## config.mk

```make
export PLATFORM = sky130hd
export DESIGN_NAME = alu8_core
export DESIGN_NICKNAME = d
export VERILOG_FILES = /design/src/rtl/alu8_pkg.sv /design/src/rtl/alu8_adder.sv /design/src/rtl/alu8_shifter.sv /design/src/rtl/alu8_step.sv /design/src/rtl/alu8_core.sv
export SDC_FILE = /design/constraint.sdc
export NUM_CORES = 1
export LEC_CHECK = 0
export CELL_PAD_IN_SITES_DETAIL_PLACEMENT = 2
export CELL_PAD_IN_SITES_GLOBAL_PLACEMENT = 2
export CORE_MARGIN = 1
export CORE_UTILIZATION = 25
export DETAILED_ROUTE_END_ITERATION = 12
export PLACE_DENSITY_LB_ADDON = 0.1
export SYNTH_ARGS = -nofsm -noshare
export SYNTH_HDL_FRONTEND = slang
export SYNTH_SLANG_ARGS = --single-unit
```

## constraint.sdc

```tcl
create_clock -name vclk -period 9.85
set_clock_uncertainty 0.2 [all_clocks]
set_input_delay 1.97 -clock vclk [all_inputs]
set_output_delay 1.97 -clock vclk [all_outputs]
set_load 0.1 [all_outputs]
```

## src/rtl/alu8_pkg.sv

```systemverilog
// Package: shared operation codes, shift modes and flag bit positions
// for the 8-bit accumulator ALU. Assumes a flag vector {N,V,D,Z,C}.
package alu8_pkg;

    localparam int FLAG_W = 5;
    localparam int FN = 4;
    localparam int FV = 3;
    localparam int FD = 2;
    localparam int FZ = 1;
    localparam int FC = 0;

    typedef enum logic [4:0] {
        OP_ADC, OP_SBC, OP_AND, OP_ORA, OP_EOR, OP_LAX,
        OP_CMP, OP_CPX, OP_BIT,
        OP_ASL, OP_LSR, OP_ROL, OP_ROR,
        OP_INC, OP_DEC,
        OP_ANC, OP_ALR, OP_ARR, OP_AXS,
        OP_SLO, OP_SRE, OP_RLA, OP_RRA, OP_ISC, OP_DCP
    } alu_op_e;

    typedef enum logic [1:0] {
        SH_LEFT, SH_RIGHT, SH_ROL, SH_ROR
    } shift_e;

endpackage

```

## src/rtl/alu8_adder.sv

```systemverilog
// Module: ripple-carry adder of W bits with carry-in, carry-out and
// two's-complement overflow. Assumes W >= 2. Purely combinational.
module alu8_adder #(
    parameter int W = 8
) (
    input  logic [W-1:0] a_i,
    input  logic [W-1:0] b_i,
    input  logic         cin_i,
    output logic [W-1:0] sum_o,
    output logic         cout_o,
    output logic         ovf_o
);

    logic [W:0] cy;

    assign cy[0] = cin_i;

    // One full-adder cell per bit position.
    for (genvar i = 0; i < W; i++) begin : g_bit
        assign sum_o[i]  = a_i[i] ^ b_i[i] ^ cy[i];
        assign cy[i+1]   = (a_i[i] & b_i[i]) | (cy[i] & (a_i[i] ^ b_i[i]));
    end

    // Carry out of the top cell and signed overflow from the last two carries.
    assign cout_o = cy[W];
    assign ovf_o  = cy[W] ^ cy[W-1];

endmodule

```

## src/rtl/alu8_shifter.sv

```systemverilog
// Module: single-position shifter/rotator. The mode picks a left or
// right shift with zero fill, or a rotate through the carry.
// The bit leaving the byte appears on cout_o. Combinational.
module alu8_shifter
    import alu8_pkg::*;
#(
    parameter int W = 8
) (
    input  shift_e       mode_i,
    input  logic [W-1:0] din_i,
    input  logic         cin_i,
    output logic [W-1:0] dout_o,
    output logic         cout_o
);

    // Select fill bit and direction from the mode.
    always_comb begin
        case (mode_i)
            SH_LEFT: begin
                dout_o = {din_i[W-2:0], 1'b0};
                cout_o = din_i[W-1];
            end
            SH_RIGHT: begin
                dout_o = {1'b0, din_i[W-1:1]};
                cout_o = din_i[0];
            end
            SH_ROL: begin
                dout_o = {din_i[W-2:0], cin_i};
                cout_o = din_i[W-1];
            end
            default: begin
                dout_o = {cin_i, din_i[W-1:1]};
                cout_o = din_i[0];
            end
        endcase
    end

endmodule

```

## src/rtl/alu8_step.sv

```systemverilog
// Module: modulo-2^W increment or decrement by one.
// down_i selects the decrement. Combinational.
module alu8_step #(
    parameter int W = 8
) (
    input  logic [W-1:0] din_i,
    input  logic         down_i,
    output logic [W-1:0] dout_o
);

    localparam logic [W-1:0] ONE = W'(1);

    // Wrap-around step in either direction.
    always_comb begin
        if (down_i) dout_o = din_i - ONE;
        else        dout_o = din_i + ONE;
    end

endmodule

```

## src/rtl/alu8_core.sv

```systemverilog
// Module: combinational ALU for an 8-bit accumulator processor. It covers
// documented arithmetic, logic, shift, compare and step operations, and the
// undocumented fused operations. It returns the new A, the memory
// write-back byte, the new X and the flags {N,V,D,Z,C}.
// Assumptions: binary arithmetic only, the D flag is carried through
// untouched, and unknown operation codes leave every value as it came in.
module alu8_core
    import alu8_pkg::*;
#(
    parameter int DW = 8
) (
    input  logic [4:0]        op_i,
    input  logic [DW-1:0]     a_i,
    input  logic [DW-1:0]     x_i,
    input  logic [DW-1:0]     opd_i,
    input  logic [FLAG_W-1:0] flags_i,
    output logic [DW-1:0]     res_o,
    output logic [DW-1:0]     mem_o,
    output logic [DW-1:0]     x_o,
    output logic [FLAG_W-1:0] flags_o
);

    localparam int MSB    = DW - 1;
    localparam int ARR_HI = DW - 2;
    localparam int ARR_LO = DW - 3;

    alu_op_e op;
    assign op = alu_op_e'(op_i);

    logic          c_in;
    logic [DW-1:0] a_and_opd;
    logic [DW-1:0] a_and_x;
    assign c_in      = flags_i[FC];
    assign a_and_opd = a_i & opd_i;
    assign a_and_x   = a_i & x_i;

    // ---------------- shifter ----------------
    shift_e        sh_mode;
    logic [DW-1:0] sh_src;
    logic [DW-1:0] sh_out;
    logic          sh_co;

    // Pick the shift direction and source byte for the operation.
    always_comb begin
        case (op)
            OP_LSR, OP_SRE, OP_ALR: sh_mode = SH_RIGHT;
            OP_ROL, OP_RLA:         sh_mode = SH_ROL;
            OP_ROR, OP_RRA, OP_ARR: sh_mode = SH_ROR;
            default:                sh_mode = SH_LEFT;
        endcase
        sh_src = (op == OP_ALR || op == OP_ARR) ? a_and_opd : opd_i;
    end

    alu8_shifter #(.W(DW)) u_shift (
        .mode_i (sh_mode),
        .din_i  (sh_src),
        .cin_i  (c_in),
        .dout_o (sh_out),
        .cout_o (sh_co)
    );

    // ---------------- increment / decrement ----------------
    logic          step_down;
    logic [DW-1:0] step_out;
    assign step_down = (op == OP_DEC) || (op == OP_DCP);

    alu8_step #(.W(DW)) u_step (
        .din_i  (opd_i),
        .down_i (step_down),
        .dout_o (step_out)
    );

    // ---------------- main adder (ADC family) ----------------
    logic [DW-1:0] add_b;
    logic          add_ci;
    logic [DW-1:0] add_sum;
    logic          add_co;
    logic          add_ov;

    // Second adder operand and carry-in for add, subtract and fused ops.
    always_comb begin
        add_ci = c_in;
        case (op)
            OP_SBC:  add_b = ~opd_i;
            OP_ISC:  add_b = ~step_out;
            OP_RRA: begin
                add_b  = sh_out;
                add_ci = sh_co;
            end
            default: add_b = opd_i;
        endcase
    end

    alu8_adder #(.W(DW)) u_add (
        .a_i    (a_i),
        .b_i    (add_b),
        .cin_i  (add_ci),
        .sum_o  (add_sum),
        .cout_o (add_co),
        .ovf_o  (add_ov)
    );

    // ---------------- compare adder (register minus value) ----------------
    logic [DW-1:0] cmp_reg;
    logic [DW-1:0] cmp_val;
    logic [DW-1:0] cmp_diff;
    logic          cmp_co;
    logic          cmp_ov;

    // Choose the register and the subtrahend for compare-style ops.
    always_comb begin
        case (op)
            OP_CPX:  cmp_reg = x_i;
            OP_AXS:  cmp_reg = a_and_x;
            default: cmp_reg = a_i;
        endcase
        cmp_val = (op == OP_DCP) ? step_out : opd_i;
    end

    alu8_adder #(.W(DW)) u_cmp (
        .a_i    (cmp_reg),
        .b_i    (~cmp_val),
        .cin_i  (1'b1),
        .sum_o  (cmp_diff),
        .cout_o (cmp_co),
        .ovf_o  (cmp_ov)
    );

    // ---------------- result and flag selection ----------------
    logic [DW-1:0]     res;
    logic [DW-1:0]     mem;
    logic [DW-1:0]     xr;
    logic [FLAG_W-1:0] fo;

    // Route unit outputs to the result ports and update the defined flags.
    always_comb begin
        res = a_i;
        mem = opd_i;
        xr  = x_i;
        fo  = flags_i;
        case (op)
            OP_ADC, OP_SBC: begin
                res    = add_sum;
                fo[FC] = add_co;
                fo[FV] = add_ov;
                fo[FN] = res[MSB];
                fo[FZ] = (res == '0);
            end
            OP_AND, OP_ORA, OP_EOR: begin
                if (op == OP_AND)      res = a_and_opd;
                else if (op == OP_ORA) res = a_i | opd_i;
                else                   res = a_i ^ opd_i;
                fo[FN] = res[MSB];
                fo[FZ] = (res == '0);
            end
            OP_LAX: begin
                res    = opd_i;
                xr     = opd_i;
                fo[FN] = res[MSB];
                fo[FZ] = (res == '0);
            end
            OP_CMP, OP_CPX: begin
                fo[FC] = cmp_co;
                fo[FN] = cmp_diff[MSB];
                fo[FZ] = (cmp_diff == '0);
            end
            OP_BIT: begin
                fo[FN] = opd_i[MSB];
                fo[FV] = opd_i[ARR_HI];
                fo[FZ] = (a_and_opd == '0);
            end
            OP_ASL, OP_LSR, OP_ROL, OP_ROR: begin
                res    = sh_out;
                mem    = sh_out;
                fo[FC] = sh_co;
                fo[FN] = sh_out[MSB];
                fo[FZ] = (sh_out == '0);
            end
            OP_INC, OP_DEC: begin
                res    = step_out;
                mem    = step_out;
                fo[FN] = step_out[MSB];
                fo[FZ] = (step_out == '0);
            end
            OP_ANC: begin
                res    = a_and_opd;
                fo[FN] = res[MSB];
                fo[FZ] = (res == '0);
                fo[FC] = res[MSB];
            end
            OP_ALR: begin
                res    = sh_out;
                fo[FC] = sh_co;
                fo[FN] = res[MSB];
                fo[FZ] = (res == '0);
            end
            OP_ARR: begin
                res    = sh_out;
                fo[FN] = res[MSB];
                fo[FZ] = (res == '0);
                fo[FC] = res[ARR_HI];
                fo[FV] = res[ARR_HI] ^ res[ARR_LO];
            end
            OP_AXS: begin
                xr     = cmp_diff;
                fo[FC] = cmp_co;
                fo[FN] = xr[MSB];
                fo[FZ] = (xr == '0);
            end
            OP_SLO, OP_SRE, OP_RLA: begin
                mem    = sh_out;
                fo[FC] = sh_co;
                if (op == OP_SLO)      res = a_i | sh_out;
                else if (op == OP_SRE) res = a_i ^ sh_out;
                else                   res = a_i & sh_out;
                fo[FN] = res[MSB];
                fo[FZ] = (res == '0);
            end
            OP_RRA: begin
                mem    = sh_out;
                res    = add_sum;
                fo[FC] = add_co;
                fo[FV] = add_ov;
                fo[FN] = res[MSB];
                fo[FZ] = (res == '0);
            end
            OP_ISC: begin
                mem    = step_out;
                res    = add_sum;
                fo[FC] = add_co;
                fo[FV] = add_ov;
                fo[FN] = res[MSB];
                fo[FZ] = (res == '0);
            end
            OP_DCP: begin
                mem    = step_out;
                fo[FC] = cmp_co;
                fo[FN] = cmp_diff[MSB];
                fo[FZ] = (cmp_diff == '0);
            end
            default: ;
        endcase
    end

    assign res_o   = res;
    assign mem_o   = mem;
    assign x_o     = xr;
    assign flags_o = fo;

    // ---------------- assertions ----------------
    logic [DW:0] ref_sum9;
    assign ref_sum9 = {1'b0, a_i} + {1'b0, opd_i} + {{DW{1'b0}}, c_in};

    // Guard arithmetic, compare and fused-op flag rules against port values.
    always_comb begin
        if (op == OP_ADC) begin
            AST_ADD_NINE_BIT: assert ({flags_o[FC], res_o} == ref_sum9) else $error("ADC nine-bit sum mismatch");
            AST_ADD_SIGN_OVF: assert (flags_o[FV] == ((a_i[MSB] == opd_i[MSB]) && (res_o[MSB] != a_i[MSB]))) else $error("ADC overflow rule broken");
        end
        if (op == OP_CMP) begin
            AST_CMP_CARRY: assert (flags_o[FC] == (a_i >= opd_i)) else $error("CMP carry wrong");
        end
        if (op == OP_DCP) begin
            AST_DCP_CARRY: assert (flags_o[FC] == (a_i >= mem_o)) else $error("DCP carry not from stepped byte");
        end
        if (op == OP_ANC) begin
            AST_ANC_CARRY: assert (flags_o[FC] == flags_o[FN]) else $error("ANC carry differs from N");
        end
        if (op == OP_ARR) begin
            AST_ARR_OVF: assert (flags_o[FV] == (res_o[ARR_HI] ^ res_o[ARR_LO])) else $error("ARR overflow rule broken");
        end
        if (op == OP_INC || op == OP_DEC) begin
            AST_STEP_KEEPS_CV: assert (flags_o[FC] == flags_i[FC] && flags_o[FV] == flags_i[FV]) else $error("step touched C or V");
        end
        AST_DEC_FLAG_PASS: assert (flags_o[FD] == flags_i[FD]) else $error("D flag altered");
    end

endmodule

```

==> summary.txt <==
initial antenna violation count -> 0
Placement Cell Area -> 0.00512 mm^2
Slew HR -> 0.147
Internal Power -> 0.170 mW
Yosys warning total -> 0
TNS Setup -> 0 ns
DRT Wirelength -> 19500 um
NetSw -> 0.297 mW
dpl hpwl -> 16300 um
switching share of power -> 0.636
Initial Utilization -> 0.261
diode count -> 0
max cap viols -> 0
Die ar. -> 0.0152 mm^2
WL per Instance -> 24.4 um
synthesized cell area -> 0.00368 mm^2
Power Dens Cells -> 87.7 mW/mm^2
first-pass GRT wire length -> 29900 um
Final Hold Viols -> 0
Slew @ Worst Pin -> 1.27 ns
DRT Pass-1 Iters -> 5
Critical Path RT -> 7.68 ns
first-iteration detailed-routing DRC count -> 241
# DRC -> 0
Avg Cell Area, Syn -> 7.31 um^2
Die Ht -> 123 um
Synth cell types -> 71
vias in the first global route -> 4890
sequential cell count -> 0
pin count of the biggest net entering global routing -> 19
final worst slack -> 0.223 ns
Via density -> 5.70
Final nets -> 717
Buffers on Ports -> 61
Post-Synthesis Cells -> 503
Core Region -> 0.0141 mm^2
die width -> 123 um
Overflow after GRT -> 0
final critical-path required period -> 9.63 ns
Hold Path Class -> input pin to primary output
Final Instance Area -> 0.00532 mm^2
combinational share of power -> 1.000
outcome -> complete, no violations
leakage -> 2.37 nW
worst-path fanout max -> 8
maximum vdd drop -> 70.5 uV
clock buf count -> 0
overall routing resource usage -> 0.264
fin. max-slew vios -> 0
Syn Nets -> 597
Sequential Power Share -> 0
post-route ant nets -> 0
WP data arrival -> 7.46 ns
critical path type -> input pin to primary output
FP Rows -> 43
total power -> 0.466 mW
Area growth syn-to-layout -> 44.6%
fin crit share -> 0.977
Fmax -> 104 MHz
final setup fails -> 0
fillcell total -> 1670
Seq/Total Area, Yosys -> 0
Clk pwr share -> 0
pre-CTS setup slack -> -0.300 ns
CP Launch Type -> input pin
I/O pin count -> 63
sequential cell area -> 0 um^2
via count -> 4568
CP Capture Type -> primary output
share of cells above drive strength 1 -> 0.295
routability cong. -> 0.965
## power by group through the flow
| stage | combinational (mW) | clock [mW] | sequential, mW |
|---|---|---|---|
| after floorplan | 0.277 | 0 | 0 |
| after global placement | 0.441 | 0 | 0 |
| after detailed placement | 0.451 | 0 | 0 |
| after CTS | 0.461 | 0 | 0 |
| after global routing | 0.492 | 0 | 0 |
| final | 0.466 | 0 | 0 |
## final cells by class
type,count,area [um^2],share of cell area
repair buffers,153,1430,0.270
inverters,42,158,0.0296
multi-input cells,426,3500,0.659
well taps,180,225,0.0423
## path summary, 6_finish.rpt
check,slack (ns),cells after the start,from,end
worst min-delay path,3.74,0,flags_i[2],flags_o[2]
worst max-delay path,0.22,27,op_i[1],flags_o[0]
## critical path, stage by stage
cell	delay, ns
dlygate4sd2_1	0.29
inv_2	0.07
buf_4	0.14
ha_4	0.17
buf_4	0.16
nor2b_2	0.16
nand2_1	0.11
buf_4	0.17
nor2_1	0.06
a21oi_2	0.17
o21ai_2	0.09
fa_2	0.42
fa_2	0.41
fa_2	0.36
inv_1	0.09
fa_2	0.21
fa_1	0.17
inv_1	0.05
fa_1	0.41
inv_2	0.08
fa_2	0.24
fa_2	0.21
o21ai_0	0.11
a221o_1	0.32
mux2_2	0.28
o32a_1	0.34
buf_12	0.18
## placed cells by master (no fill, tap or decap), types with 4 or more instances in the layout
cell type / n
buf_4: 101
nand2_1: 53
nor2_1: 49
ha_1: 41
inv_1: 37
mux2i_1: 31
clkdlybuf4s50_1: 29
o21ai_0: 22
a21oi_1: 15
buf_12: 15
mux2_2: 13
a22oi_1: 10
fa_2: 10
nand3_1: 9
o221ai_1: 9
a31oi_1: 7
o22ai_1: 7
a221o_1: 7
nor4_1: 7
nand2b_1: 6
nor2b_1: 6
a221oi_1: 6
a211oi_1: 6
o211ai_1: 6
fa_1: 6
o22a_1: 5
inv_2: 5
nand4_1: 5
and2_1: 4
xor2_1: 4
a21oi_2: 4
o21ai_2: 4
xnor2_1: 4
## kinds of logic (layout without fill, tap and decap cells)
family          after synthesis  in the layout  synth area share
compound gates              137            137             0.272
xor+xnor                      8              8            0.0190
fa+ha+maj                    60             60             0.237
buf+inv                      77            195            0.0935
mux                          49             49             0.141
simple gates                172            172             0.237
## cells in the mapped netlist, types with 4 or more instances
library cell	count	area, um^2
nand2b_1	6	37.5
mux2_2	13	146
nor2_1	49	184
and2_1	5	31.3
mux2i_1	33	330
buf_6	4	45.0
ha_1	44	551
a22oi_1	10	75.1
xnor2_1	4	35.0
fa_1	16	320
clkbuf_1	18	67.6
a221oi_1	7	61.3
buf_4	4	30.0
nand4_1	5	31.3
a21oi_1	19	95.1
inv_1	42	158
a31oi_1	8	50.1
nor4_1	7	43.8
nand3_1	9	45.0
a211oi_1	6	45.0
o211ai_1	6	45.0
buf_2	8	40.0
a221o_1	7	70.1
o221ai_1	9	78.8
o21ai_0	26	130
o22a_1	5	43.8
nor2b_1	9	56.3
xor2_1	4	35.0
nand2_1	53	199
o22ai_1	7	43.8
## metal layers
metal  vias up  GRT usage  wire length (um)
met4         0     0.0399               334
met1      2325      0.365              8860
met2       133      0.457              9470
met5         -          0                 0
li1       2088          -                 -
met3        22     0.0148               881
## timing repair
item | in CTS | in global routing
pin swaps | 14 | 8
gates resized for setup | 37 | 15
hold buffers | 0 | 0
cloned | 0 | 0
setup endpoints to repair | 6 | 4
buffers inserted | 3 | 2
## stage by stage
step                      std cells  hold WS (ns)  utilization
final                           801          3.74        0.377
after global routing            801          3.74        0.377
after CTS                       799          3.74        0.372
after detailed placement        796          3.74        0.363
after global placement          796          3.74        0.363
after floorplan                 503          3.95            -
Note: power is estimated with default switching activity, not from simulation.
